File: src/rtl/snap_counter_pkg.sv
package snap_counter_pkg;
  typedef enum logic [1:0] {
    SEL_NONE = 2'd0,
    SEL_CTRL = 2'd1,
    SEL_LOW  = 2'd2,
    SEL_HIGH = 2'd3
  } reg_sel_e;

  typedef enum logic {
    TRK_IDLE  = 1'b0,
    TRK_ARMED = 1'b1
  } trk_state_e;
endpackage

File: src/rtl/snap_counter_decode.sv
module snap_counter_decode
  import snap_counter_pkg::*;
#(
  parameter int ADDR_W = 12,
  parameter logic [ADDR_W-1:0] CTRL_ADDR = 12'h103,
  parameter logic [ADDR_W-1:0] LOW_ADDR  = 12'h104,
  parameter logic [ADDR_W-1:0] HIGH_ADDR = 12'h105
) (
  input  logic [ADDR_W-1:0] addr_i,
  input  logic              rd_en_i,
  input  logic              wr_en_i,
  output reg_sel_e          sel_o,
  output logic              rd_low_o,
  output logic              rd_high_o,
  output logic              wr_ctrl_o
);
  always_comb begin
    if (addr_i == CTRL_ADDR)      sel_o = SEL_CTRL;
    else if (addr_i == LOW_ADDR)  sel_o = SEL_LOW;
    else if (addr_i == HIGH_ADDR) sel_o = SEL_HIGH;
    else                          sel_o = SEL_NONE;
  end

  assign rd_low_o  = rd_en_i && (sel_o == SEL_LOW);
  assign rd_high_o = rd_en_i && (sel_o == SEL_HIGH);
  assign wr_ctrl_o = wr_en_i && (sel_o == SEL_CTRL);
endmodule

File: src/rtl/snap_counter_core.sv
module snap_counter_core #(
  parameter int WORD_W = 32,
  parameter int CNT_W  = 64
) (
  input  logic             clk_i,
  input  logic             rst_ni,
  input  logic             wr_ctrl_i,
  input  logic             en_wdata_i,
  output logic             en_o,
  output logic [CNT_W-1:0] cnt_o
);
  localparam int NUM_WORDS = CNT_W / WORD_W;

  logic [NUM_WORDS:0] carry;
  assign carry[0] = en_o;

  always_ff @(posedge clk_i or negedge rst_ni) begin
    if (!rst_ni)        en_o <= 1'b0;
    else if (wr_ctrl_i) en_o <= en_wdata_i;
  end

  // word-sliced ripple: each slice steps when all lower slices are full
  for (genvar g = 0; g < NUM_WORDS; g++) begin : g_word
    logic [WORD_W-1:0] word_q;
    assign carry[g+1] = carry[g] && (&word_q);
    always_ff @(posedge clk_i or negedge rst_ni) begin
      if (!rst_ni)       word_q <= '0;
      else if (carry[g]) word_q <= word_q + 1'b1;
    end
    assign cnt_o[g*WORD_W +: WORD_W] = word_q;
  end

  p_step_r1: assert property (@(posedge clk_i) disable iff (!rst_ni)
    en_o |=> cnt_o == $past(cnt_o) + 1'b1);
  p_hold_r3: assert property (@(posedge clk_i) disable iff (!rst_ni)
    !en_o |=> $stable(cnt_o));
endmodule

File: src/rtl/snap_counter_track.sv
module snap_counter_track
  import snap_counter_pkg::*;
#(
  parameter int WORD_W = 32
) (
  input  logic              clk_i,
  input  logic              rst_ni,
  input  logic              rd_low_i,
  input  logic              rd_high_i,
  input  logic              exc_i,
  input  logic [WORD_W-1:0] hi_word_i,
  output logic              ok_o
);
  trk_state_e        state_q;
  logic              taint_q;
  logic [WORD_W-1:0] hi_snap_q;
  logic              pair_good;

  assign pair_good = (state_q == TRK_ARMED) && !taint_q && !exc_i
                     && (hi_word_i == hi_snap_q);

  always_ff @(posedge clk_i or negedge rst_ni) begin
    if (!rst_ni) begin
      state_q   <= TRK_IDLE;
      taint_q   <= 1'b0;
      hi_snap_q <= '0;
      ok_o      <= 1'b0;
    end else if (rd_low_i) begin
      state_q   <= TRK_ARMED;
      taint_q   <= 1'b0;
      hi_snap_q <= hi_word_i;
      ok_o      <= 1'b0;
    end else if (rd_high_i) begin
      state_q <= TRK_IDLE;
      taint_q <= 1'b0;
      ok_o    <= pair_good;
    end else if (state_q == TRK_ARMED && exc_i) begin
      taint_q <= 1'b1;
    end
  end

  p_low_clears_r8: assert property (@(posedge clk_i) disable iff (!rst_ni)
    rd_low_i |=> !ok_o);
  p_lone_high_r9: assert property (@(posedge clk_i) disable iff (!rst_ni)
    (rd_high_i && !rd_low_i && state_q == TRK_IDLE) |=> !ok_o);
  p_exc_fails_r6: assert property (@(posedge clk_i) disable iff (!rst_ni)
    (rd_high_i && !rd_low_i && (taint_q || exc_i)) |=> !ok_o);
  p_carry_fails_r7: assert property (@(posedge clk_i) disable iff (!rst_ni)
    (rd_high_i && !rd_low_i && hi_word_i != hi_snap_q) |=> !ok_o);
  p_quiet_r10: assert property (@(posedge clk_i) disable iff (!rst_ni)
    (!rd_low_i && !rd_high_i) |=> $stable(ok_o));
endmodule

File: src/rtl/snap_counter.sv
module snap_counter
  import snap_counter_pkg::*;
#(
  parameter int ADDR_W = 12,
  parameter int WORD_W = 32,
  parameter logic [ADDR_W-1:0] CTRL_ADDR = 12'h103,
  parameter logic [ADDR_W-1:0] LOW_ADDR  = 12'h104,
  parameter logic [ADDR_W-1:0] HIGH_ADDR = 12'h105
) (
  input  logic              clk_i,
  input  logic              rst_ni,
  input  logic              rd_en_i,
  input  logic              wr_en_i,
  input  logic [ADDR_W-1:0] addr_i,
  input  logic [WORD_W-1:0] wdata_i,
  input  logic              exc_i,
  output logic [WORD_W-1:0] rdata_o,
  output logic              rvalid_o
);
  localparam int CNT_W   = 2 * WORD_W;
  localparam int OK_BIT  = WORD_W - 1;

  reg_sel_e         sel;
  logic             rd_low, rd_high, wr_ctrl;
  logic             en;
  logic [CNT_W-1:0] cnt;
  logic             ok;
  logic [WORD_W-1:0] ctrl_word, rd_next;

  snap_counter_decode #(
    .ADDR_W(ADDR_W), .CTRL_ADDR(CTRL_ADDR), .LOW_ADDR(LOW_ADDR), .HIGH_ADDR(HIGH_ADDR)
  ) u_decode (
    .addr_i(addr_i), .rd_en_i(rd_en_i), .wr_en_i(wr_en_i),
    .sel_o(sel), .rd_low_o(rd_low), .rd_high_o(rd_high), .wr_ctrl_o(wr_ctrl)
  );

  snap_counter_core #(.WORD_W(WORD_W), .CNT_W(CNT_W)) u_core (
    .clk_i(clk_i), .rst_ni(rst_ni), .wr_ctrl_i(wr_ctrl), .en_wdata_i(wdata_i[0]),
    .en_o(en), .cnt_o(cnt)
  );

  snap_counter_track #(.WORD_W(WORD_W)) u_track (
    .clk_i(clk_i), .rst_ni(rst_ni), .rd_low_i(rd_low), .rd_high_i(rd_high),
    .exc_i(exc_i), .hi_word_i(cnt[CNT_W-1:WORD_W]), .ok_o(ok)
  );

  always_comb begin
    ctrl_word         = '0;
    ctrl_word[0]      = en;
    ctrl_word[OK_BIT] = ok;
    case (sel)
      SEL_CTRL: rd_next = ctrl_word;
      SEL_LOW:  rd_next = cnt[WORD_W-1:0];
      SEL_HIGH: rd_next = cnt[CNT_W-1:WORD_W];
      default:  rd_next = '0;
    endcase
  end

  always_ff @(posedge clk_i or negedge rst_ni) begin
    if (!rst_ni) begin
      rdata_o  <= '0;
      rvalid_o <= 1'b0;
    end else begin
      rvalid_o <= rd_en_i;
      if (rd_en_i) rdata_o <= rd_next;
    end
  end

  p_rvalid_r4: assert property (@(posedge clk_i) disable iff (!rst_ni)
    rd_en_i |=> rvalid_o);
  p_low_data_r4: assert property (@(posedge clk_i) disable iff (!rst_ni)
    rd_low |=> rdata_o == $past(cnt[WORD_W-1:0]));
endmodule

File: config.mk
export PLATFORM = sky130hd
export DESIGN_NAME = snap_counter
export DESIGN_NICKNAME = d
export VERILOG_FILES = /design/src/rtl/snap_counter_pkg.sv /design/src/rtl/snap_counter_decode.sv /design/src/rtl/snap_counter_core.sv /design/src/rtl/snap_counter_track.sv /design/src/rtl/snap_counter.sv
export SDC_FILE = /design/constraint.sdc
export NUM_CORES = 1
export LEC_CHECK = 0
export BUFFER_PORTS_ARGS = -buffer_cell sky130_fd_sc_hd__buf_2
export CAP_MARGIN = 20
export CORE_MARGIN = 1.5
export CORE_UTILIZATION = 47
export CTS_CLUSTER_SIZE = 28
export DETAILED_ROUTE_END_ITERATION = 6
export GPL_TIMING_DRIVEN = 0
export PLACE_DENSITY = 0.65
export SLEW_MARGIN = 20
export SYNTH_ARGS = -nofsm -noshare
export SYNTH_HDL_FRONTEND = slang
export SYNTH_HIERARCHICAL = 1
export SYNTH_SLANG_ARGS = --single-unit
export TNS_END_PERCENT = 100
File: constraint.sdc
create_clock -name clk_i -period 2.44 [get_ports clk_i]
set_input_delay 0.244 -clock clk_i [delete_from_list [all_inputs] [get_ports clk_i]]
set_output_delay 0.244 -clock clk_i [all_outputs]
set_load 0.01 [all_outputs]
# Yosys cells after proc, flatten, opt, wreduce, memory -nomap -nowiden
# Cells that the tools add are included.
# word_totals
reg_bits	133
input_bits	49
output_inout_bits	33
word_cells	42
# classes
reduce_logical	13
eq_ne	7
n_addsub	2
n_mux	11
# ops
cell	count
$pmux W32 S3	1
$add A32 B1 Y32 const B	2
$eq A12 B9 Y1 const B	3
$eq A32 B32 Y1	1
$reduce_and A32 Y1	1
$logic_and A1 B1 Y1	8
$mux W1	7
$mux W2	3
$eq A2 B2 Y1 const B	2
$reduce_bool A3 Y1	1
$eq A2 B1 Y1 const B	1
$logic_not A1 Y1	2
$reduce_bool A2 Y1	1

# Logic depth before layout (Yosys ltp)
# Gate-level depths: netlist (run 1).
# depth
ltp_word	8
ltp_mapped	7
ltp_nobuf	6

# Cells and area by module
# Netlist (run 1), hierarchy kept.
# by_module_without_submodules
module	seq_area_each_um2	area_each_um2	cells_each	instances
snap_counter_core	1626.6	3169.3	278	1
snap_counter_track	875.8	1659.1	122	1
snap_counter	825.8	1625.3	143	1
snap_counter_decode	0.0	103.8	13	1

# Worst setup path before layout (run 1)
# Ideal clock, no wire load.
# synth_timing
path_kind	input port to flip-flop
startpoint	in addr_i[9]
endpoint	reg u_track.hi_snap_q[0]
stages	5
arrival_ps	1803
required_time_ps	2315
slack_ps	512
path_cell_list	or4b_4 > nor4_1 > buf_2 > buf_2 > mux2_2
# synth_via
elab_chain_len	6
word_cells_on_any_way	8
cone_classes	4 x eq/ne; 3 x mux; 1 x reduce/logical
# synth_rtl
element	line	text
start: declaration	snap_counter.sv:14	input logic [ADDR_W-1:0] addr_i,
$eq A12 B9 Y1	snap_counter_decode.sv:20	else if (addr_i == HIGH_ADDR) sel_o = SEL_HIGH;
$mux W2	snap_counter_decode.sv:20	
$mux W2	snap_counter_decode.sv:19	else if (addr_i == LOW_ADDR) sel_o = SEL_LOW;
$mux W2 (*)	snap_counter_decode.sv:18	if (addr_i == CTRL_ADDR) sel_o = SEL_CTRL;
$eq A2 B2 Y1 (*)	snap_counter_decode.sv:24	assign rd_low_o = rd_en_i && (sel_o == SEL_LOW);
$logic_and A1 B1 Y1 (*)	snap_counter_decode.sv:24	
via rd_low	snap_counter.sv:24	logic rd_low, rd_high, wr_ctrl;
end signal: assignment	snap_counter_track.sv:31	hi_snap_q <= hi_word_i;
end: declaration	snap_counter_track.sv:16	logic [WORD_W-1:0] hi_snap_q;
# Mark *: on every way through the listed nets, which the timed path passes. The rest lies on a longest branch.
# A chain may end at the register's enable or synchronous reset.

# Worst setup path after layout (run 1)
# layout_timing
startpoint	reg u_core.g_word[1].word_q[0]
endpoint	reg u_core.g_word[1].word_q[28]
# layout_via
elab_chain_len	1
# layout_rtl
element	line	text
start: declaration	snap_counter_core.sv:24	logic [WORD_W-1:0] word_q;
start signal: assignment	snap_counter_core.sv:28	else if (carry[g]) word_q <= word_q + 1'b1;
$add A32 B1 Y32	snap_counter_core.sv:28	
# Every way passes these cells.

==> out/qor.yml, run 1 <==
critical_path:
  crit_chain: "ha_1 -> inv_1 -> nor4_4 -> nand4_1 -> buf_4 -> nor3_1 -> xor2_1"
  rr_worst_depth: 7
  worstPathRequired_ns: 2.79
  critPathSlowestCell: "dfrtp_1"
  startpoint: "u_core/g_word[1].word_q[0]"
  r2r-start: "u_core/g_word[1].word_q[0]"
  arrival_ns: 2.54
  crit_fanout: 8
  r2r_setup_slack_ns: 0.25
  end_kind: "flip-flop"
  start_kind: "flip-flop"
  r2r_end: "u_core/g_word[1].word_q[28]"
  path_class: "reg2reg"
  max_stage_delay_ns: 0.59
  cp-endpoint: "u_core/g_word[1].word_q[28]"
cells_and_area:
  design_area_um2: 7696
  final_nets: 680
  layout-area-overhead-vs-synth_pct: 17.36
  final_cells: 818
  antenna_cells: 0
  final_core_util: 0.5721
  drive_gt1_frac: 0.2555
placement:
  gp_congestion: 0.8787
  port_buffers: 50
  placed_area_um2: 7066
  post-dp-hpwl_um: 10660
  dp_slack_ns: 0.1017
  dp.cells: 783
logic_synthesis:
  syn_area_per_cell_um2: 11.79
  seq_area_frac_synth: 0.5075
  synth_fa_ha_area_frac: 0.003816
  yosys.cell_count.top_type: "dfrtp_1"
  synth.distinct_cells: 46
  synth_area_leaders: "dfrtp_1 (51%), xnor2_1 (6.9%), mux2_2 (5.8%)"
  synthesis.area_um2: 6558
  synth_top_family_by_area: "simple AND/OR/NAND/NOR gates"
  synth_ff_type: "dfrtp_1"
  synth_compound_area_frac: 0.03683
  muxShareOfSynthArea: 0.1072
  synth_xor_area_frac: 0.1280
  synth_top_cell_by_area: "dfrtp_1"
  synthTopCellsByCount: "dfrtp_1 (133), xnor2_1 (52), xor2_1 (42)"
  synth-seq-cells: 133
  syn_inst: 556
  syn_nets: 607
  synth_edf_count: 0
  yosysTopAreaCellShare: 0.5075
  synthArstFlopShare: 1.000
  yosys.area_share.simple: 0.1702
  synth_warnings: 6
timing:
  final.setup.tns_ns: 0
  hold_viol_final: 0
  tightest_slew_ns: 0.7130
  relSlewSlack: 0.5203
  worst_slack_ns: 0.2456
  min_period_ns: 2.194
  rsz0062_at_grt: "no"
  finalClockSkew_ns: 0.01696
  hold_ws_ns: 0.07101
  fmax_ghz: 0.4557
  finalSetupViolCount: 0
  slew_violations: 0
  finalCritPeriodShare: 0.8993
grt:
  grt_pass1_vias: 4551
  gr-total-overflow: 0
  gr-usage-all-layers: 0.2197
  grt_max_degree: 99
  antenna_found_initial: 0
  grt_pass1_wl_um: 24080
floorplan:
  die_h_um: 121.1
  fp.dieArea_um2: 14670
  rows: 42
  start_util: 0.4874
  ios: 82
  die_w_um: 121.1
  core_area_um2: 13450
clock_tree:
  root_buffer: "clkbuf_16"
  cts_buffers: 17
  clk_latency_ns: 0.42
  path_clk_slew_ns: 0.05
  htreeDepth: 4
  clkSinkCount: 133
  tritoncts: "done"
  clockBufferDepth: 2
detailed_routing:
  wire_per_inst_um: 18.00
  avgViaCountPerCell: 5.439
  first_pass_iters: 4
  num_vias: 4449
  drt_wl_total_um: 14720
  ant_nets: 0
  drc: 0
  initialDrtViolationCount: 232
pwr:
  switching_share: 0.2016
  clock_power_share: 0.523
  power.density_nw_per_um2: 629.8
  p_switching_mw: 0.9771
  vdd_drop_max_uv: 473.3
  p_leak_nw: 3.622
  pwr-share-seq: 0.457
  power_frac_comb: 0.019
  internal_power_mw: 3.870
  power_mw: 4.847
min_path:
  hp-class: "in2reg"
status:
  status: "completed"
flow_run:
  cap_viol_max_count: 0
[what timing repair did]
item,4_1_cts,5_1_grt
hold endpoints to repair,36,0
hold buffers,2,0
setup endpoints to repair,0,6
buffers inserted,0,1
gates resized for setup,0,1
[logic make-up (layout without fill, tap and decap cells)]
group / Yosys count / in the layout
AOI/OAI and AO/OA: 35 / 35
adders and majority gates: 2 / 2
DFF: 133 / 133
xor gates and xnor gates: 95 / 95
muxes: 66 / 66
buffers and inverters: 58 / 144
and+or+nand+nor: 167 / 167
[cells in the final DEF, fill, tap and decap left out, types with 12 or more instances in the layout]
cell / count
nand3_1: 28
mux2i_1: 32
xnor2_1: 52
inv_1: 41
o22ai_1: 27
nor3_1: 12
mux2_2: 34
nand2_1: 32
nand4_1: 19
dfrtp_1: 133
buf_2: 58
clkbuf_16: 17
xor2_1: 42
nor2_1: 18
[power by group through the flow]
stage                     Combinational [mW]  Sequential (mW)  Clock [mW]
after CTS                             0.0988             2.22        2.58
after detailed placement              0.0959             2.25           0
after floorplan                       0.0215             2.25           0
after global placement                0.0851             2.25           0
final                                 0.0944             2.22        2.54
after global routing                   0.110             2.21        2.69
[routing by layer]
metal  vias up  wire (um)  track usage  share of wire
met5         -          0            0              0
met4         0        231      0.07868          0.016
met3        19        454      0.04887          0.031
met2        83       7014       0.3491           0.48
met1      2238       7020       0.2971           0.48
li1       2109          -            -              -
[worst max-delay path, delay by kind of cell, from the launching register on]
kind / cells / cell delay [ns]
adders and majority gates: 1 / 0.28
buffers and inverters: 2 / 0.27
xor gates and xnor gates: 1 / 0.16
DFF: 1 / 0.59
and+or+nand+nor: 3 / 0.81
[registers in the layout (all words and copies together), names as in the netlist]
signal	flops
u_core/g_word.word_q	64
rdata_o	32
u_track/hi_snap_q	32
rvalid_o	1
u_core/en_o	1
u_track/ok_o	1
u_track/state_q	1
u_track/taint_q	1
[worst min path at each step]
| stage | cells past startpoint | slack, ns | endpoint | startpoint |
|---|---|---|---|---|
| 2_1_floorplan | 0 | -0.05 | rdata_o[0] | rst_ni |
| 3_3_place_gp | 1 | 0.40 | rvalid_o | rd_en_i |
| 3_5_place_dp | 1 | 0.13 | rdata_o[3] | rst_ni |
| 4_1_cts | 2 | 0.05 | u_core/en_o | wdata_i[0] |
| 5_1_grt | 2 | 0.06 | u_core/en_o | wdata_i[0] |
| 6_report | 2 | 0.07 | u_core/en_o | wdata_i[0] |
[area by class of cell]
cell class                      count  area (um^2)
Buffer                             17        150.1
Tap cell                          176        220.2
Timing Repair Buffer               54        315.3
Fill cell                        1146         5757
Sequential cell                   133         3328
Clock buffer                       23        498.0
Multi-Input combinational cell    365         2932
Clock inverter                      9        98.84
Inverter                           41        153.9
Note: power is estimated with default switching activity, not from simulation.
==> run 2: changes to the inputs <==
CELL_PAD_IN_SITES_DETAIL_PLACEMENT = 1   (was unset)
CELL_PAD_IN_SITES_GLOBAL_PLACEMENT = 1   (was unset)
PLACE_DENSITY = 0.78   (was 0.65)
==> run 2 against run 1 <==
Net effect: global-route usage rose by 3.6 points; clock power up 8.7%; clock skew is 0.0070 ns lower; non-clock buffer count is 1 higher; utilization rose by 0.41 points; total power grew 4.6%; sequential power about the same; sequential share of layout area down 0.27 points; clock-buffer cell count stayed put; hold slack got worse by 0.020 ns; via count increased by 3.9%; worst setup slack got worse by 0.074 ns; largest cell class unchanged.
==> out/qor.yml, run 2 (synthesis gave the netlist of run 1 again) <==
timing:
  tightest_slew_ns: 0.8568
  hold_viol_final: 0
  worst_slack_ns: 0.1716
  slew_violations: 0
  relSlewSlack: 0.4241
  finalSetupViolCount: 0
  min_period_ns: 2.268
  finalCritPeriodShare: 0.9297
  fmax_ghz: 0.4408
  rsz0062_at_grt: "no"
  finalClockSkew_ns: 0.009999
cells_and_area:
  antenna_cells: 0
  final_cells: 819
  num-fill-cells: 1435
  reg_top3: "u_core/g_word.word_q x64, rdata_o x32, u_track/hi_snap_q x32"
  mostFrequentLayoutCells: "dfrtp_1 (131), buf_2 (58), xnor2_1 (52)"
  layout-area-overhead-vs-synth_pct: 18.20
  drive_gt1_frac: 0.2597
  regArea_um2: 3331
  regMostFlops: "u_core/g_word.word_q"
  multiInputGateArea_um2: 2938
  layout_commonest_cell: "dfrtp_1"
  final_core_util: 0.5762
  largest_reg_flops: 64
  final_nets: 681
floorplan:
  core_area_um2: 13450
  ios: 82
  start_util: 0.4874
  fp.dieArea_um2: 14670
  die_w_um: 121.1
  rows: 42
  die_h_um: 121.1
pwr:
  vdd_drop_max_uv: 481.5
  power.density_nw_per_um2: 654.3
  p_leak_nw: 3.633
detailed_routing:
  wire_per_inst_um: 21.13
  ant_nets: 0
  initialDrtViolationCount: 208
  first_pass_iters: 4
  num_vias: 4621
  avgViaCountPerCell: 5.642
  drt_wl_total_um: 17310
  drc: 0
min_path:
  hp-class: "in2reg"
  min_to: "u_core/en_o"
  hp-start: "wdata_i[0]"
  hold_depth: 2
critical_path:
  worstPathRequired_ns: 2.79
  end_kind: "flip-flop"
  start_kind: "flip-flop"
  path_class: "reg2reg"
  crit_fanout: 6
  r2r-start: "u_core/g_word[0].word_q[0]"
  rr_worst_depth: 7
  r2r_setup_slack_ns: 0.17
  r2r_end: "u_core/g_word[1].word_q[24]"
  arrival_ns: 2.61
grt:
  grt_pass1_wl_um: 27990
  gr-total-overflow: 0
  grt_pass1_vias: 5107
  antenna_found_initial: 0
  grt_max_degree: 89
  gr-usage-all-layers: 0.2561
placement:
  port_buffers: 50
  post-dp-hpwl_um: 12180
  gp_congestion: 0.8124
  dp.cells: 783
  dp_slack_ns: -0.1283
clock_tree:
  tritoncts: "done"
  cts_buffers: 17
  clkSinkCount: 133
  clk_latency_ns: 0.43
  path_clk_slew_ns: 0.06
  htreeDepth: 4
  root_buffer: "clkbuf_16"
  clockBufferDepth: 2
flow_run:
  cap_viol_max_count: 0
status:
  status: "completed"
==> run 2: changes by cell type in the layout (fill, tap and decap cells not counted), moves of 2 or more <==
cell       change
clkinv_2       -2
dfrtp_2        +2
bufinv_16      +2
dfrtp_1        -2
==> run 2: per-layer routing <==
layer,up-vias,global-route usage,part of all wire
li1,2105,-,-
met1,2399,0.3175,0.44
met2,88,0.4396,0.51
met3,29,0.05498,0.028
met4,0,0.09559,0.022
met5,-,0,0
==> run 2: worst max-delay path by stage <==
stage                                          start                          end  cells after the start
final                     u_core/g_word[0].word_q[0]  u_core/g_word[1].word_q[24]                      7
after CTS                 u_core/g_word[1].word_q[0]  u_core/g_word[1].word_q[28]                      6
after floorplan                            addr_i[9]         u_track/hi_snap_q[0]                      5
after global routing      u_core/g_word[1].word_q[2]  u_core/g_word[1].word_q[19]                      5
after global placement                        rst_ni        u_track/hi_snap_q[19]                      1
after detailed placement                   addr_i[9]        u_track/hi_snap_q[14]                      6
==> run 2: area by class of cell <==
class	count	share of cell area
tap	176	0.02841
multi-input combinational	365	0.3790
clock inverter	9	0.01905
timing repair buffer	55	0.04165
inverter	41	0.01985
buffer	17	0.01937
clock buffer	23	0.06295
sequential	133	0.4297
==> run 2: critical path: stages, from the launching register on <==
cell,delay [ns]
dfrtp_1,0.42
ha_1,0.25
nand4_4,0.19
nor4_1,0.45
nand4_1,0.33
buf_4,0.23
nor2_1,0.14
xor2_1,0.18
==> run 2: report_power, final <==
group / internal [mW] / switching [mW] / total [mW]
logic: 0.0293 / 0.0682 / 0.0975
clock network: 1.81 / 0.948 / 2.76
registers: 2.21 / 0.00406 / 2.22
==> run 2: metrics by stage <==
step	setup TNS (ns)	hold slack [ns]	total power, mW	area [um^2]
3_5_place_dp	-2.640	0.1649	2.352	7072
4_1_cts	0	0.03789	5.102	7727
5_1_grt	0	0.06067	5.206	7751
2_1_floorplan	0	-0.05159	2.276	6558
6_report	0	0.05135	5.071	7751
3_3_place_gp	-87.58	0.3974	2.340	7028
==> run 2: timing repair <==
action                     in CTS  in global routing
hold buffers                    2                  0
setup buffers                   0                  2
setup endpoints to repair       0                  5
hold endpoints to repair       46                  0
gates resized for setup         0                  3
==> run 3: changes to the inputs <==
clock period = 2.7 ns   (was 2.44 ns; I/O delays follow)
==> run 3 against run 2 <==
Net effect: combinational power decreased by 9.6%; worst setup slack improved by 0.025 ns; via count decreased by 0.74%; non-clock buffer count decreased by 2; sequential power decreased by 9.9%; critical path type is now in2reg; largest cell class unchanged.
==> out/qor.yml, run 3 (synthesis gave the netlist of run 1 again) <==
detailed_routing:
  drt_wl_total_um: 17220
  avgViaCountPerCell: 5.614
  wire_per_inst_um: 21.07
  ant_nets: 0
  initialDrtViolationCount: 222
  drc: 0
  first_pass_iters: 4
  num_vias: 4587
critical_path:
  r2r-start: "u_core/g_word[1].word_q[0]"
  startpoint: "rd_en_i"
  r2r_setup_slack_ns: 0.23
  rr_worst_depth: 6
  arrival_ns: 2.80
  crit_fanout: 10
  cp-endpoint: "u_track/hi_snap_q[16]"
  r2r_end: "u_core/g_word[1].word_q[28]"
  worstPathRequired_ns: 3.00
  start_kind: "input pin"
  path_class: "in2reg"
  end_kind: "flip-flop"
placement:
  dp.cells: 783
  port_buffers: 50
  gp_congestion: 0.8124
  post-dp-hpwl_um: 12180
  placed_area_um2: 7072
cells_and_area:
  design_area_um2: 7727
  drive_gt1_frac: 0.2527
  largest_reg_flops: 64
  num-fill-cells: 1439
  antenna_cells: 0
  reg_top3: "u_core/g_word.word_q x64, rdata_o x32, u_track/hi_snap_q x32"
  layout-area-overhead-vs-synth_pct: 17.84
  mostFrequentLayoutCells: "dfrtp_1 (133), buf_2 (58), xnor2_1 (52)"
  layout_commonest_cell: "dfrtp_1"
  final_nets: 679
  regMostFlops: "u_core/g_word.word_q"
  final_cells: 817
floorplan:
  rows: 42
  fp.dieArea_um2: 14670
  start_util: 0.4874
  ios: 82
  die_w_um: 121.1
  core_area_um2: 13450
  die_h_um: 121.1
timing:
  slew_violations: 0
  tightest_slew_ns: 0.8574
  rsz0062_at_grt: "no"
  min_period_ns: 2.504
  hold_viol_final: 0
  fmax_ghz: 0.3994
  finalSetupViolCount: 0
  finalClockSkew_ns: 0.008841
  finalCritPeriodShare: 0.9273
  relSlewSlack: 0.4237
min_path:
  hp-start: "wdata_i[0]"
  hp-class: "in2reg"
grt:
  grt_pass1_wl_um: 27970
  grt_max_degree: 89
  antenna_found_initial: 0
  gr-total-overflow: 0
  grt_pass1_vias: 5115
  gr-usage-all-layers: 0.2560
clock_tree:
  htreeDepth: 4
  cts_buffers: 17
  clockBufferDepth: 2
  tritoncts: "done"
  path_clk_slew_ns: 0.06
  clk_latency_ns: 0.42
  clkSinkCount: 133
  root_buffer: "clkbuf_16"
flow_run:
  cap_viol_max_count: 0
pwr:
  p_leak_nw: 3.628
  power.density_nw_per_um2: 592.3
  vdd_drop_max_uv: 402.6
status:
  status: "completed"
[run 3: power by group]
group          switching, mW  leakage (nW)  total [mW]  internal, mW
Clock                  0.850         0.313        2.49          1.64
Sequential           0.00376          1.86        2.00          2.00
Combinational         0.0616          1.46      0.0881        0.0265
[run 3: timing repair]
item | 4_1_cts | 5_1_grt
setup endpoints to repair | 0 | 0
setup buffers | 0 | 0
hold buffers | 2 | 0
hold endpoints to repair | 46 | 0
resized for setup | 0 | 0
[run 3: worst min-delay path by stage]
| stage | depth (start not counted) | to | slack (ns) |
|---|---|---|---|
| global placement | 1 | rvalid_o | 0.42 |
| detailed placement | 1 | rdata_o[3] | 0.19 |
| floorplan | 0 | rdata_o[0] | -0.03 |
| CTS | 2 | u_core/en_o | 0.06 |
| global route | 2 | u_core/en_o | 0.09 |
| finish | 2 | u_core/en_o | 0.08 |
[run 3: worst max-delay path, stage by stage]
cell,delay (ns)
dlygate4sd3_1,0.53
buf_2,0.14
or4bb_1,0.41
nor4_1,0.37
buf_2,0.36
buf_2,0.32
mux2_2,0.38
[run 3: layout make-up]
type                    instances  area [um^2]  share of cell area
plain buffers                  17        150.1             0.01943
clock buffers                  23        488.0             0.06315
clock inverters                 9        147.6             0.01911
inverters                      41        153.9             0.01992
multi-input cells             365         2932              0.3794
flip-flops and latches        133         3328              0.4307
well taps                     176        220.2             0.02850
repair buffers                 53        307.8             0.03983
[run 3: metal layers]
metal	wire, um	part of all wire	global-route usage
met5	0	0	0
met4	373	0.022	0.09559
met3	542	0.031	0.05498
met2	8846	0.51	0.4400
met1	7452	0.43	0.3169
[run 3: through the flow]
stage	power [mW]	hold slack, ns	setup slack, ns	setup TNS [ns]	utilization
2_1_floorplan	2.057	-0.02559	0.7459	0	-
3_3_place_gp	2.115	0.4234	-0.4129	-53.37	0.5224
3_5_place_dp	2.126	0.1909	0.1057	0	0.5257
4_1_cts	4.611	0.06389	0.2392	0	0.5744
5_1_grt	4.705	0.09398	0.09268	0	0.5744
6_report	4.577	0.07867	0.1964	0	0.5744
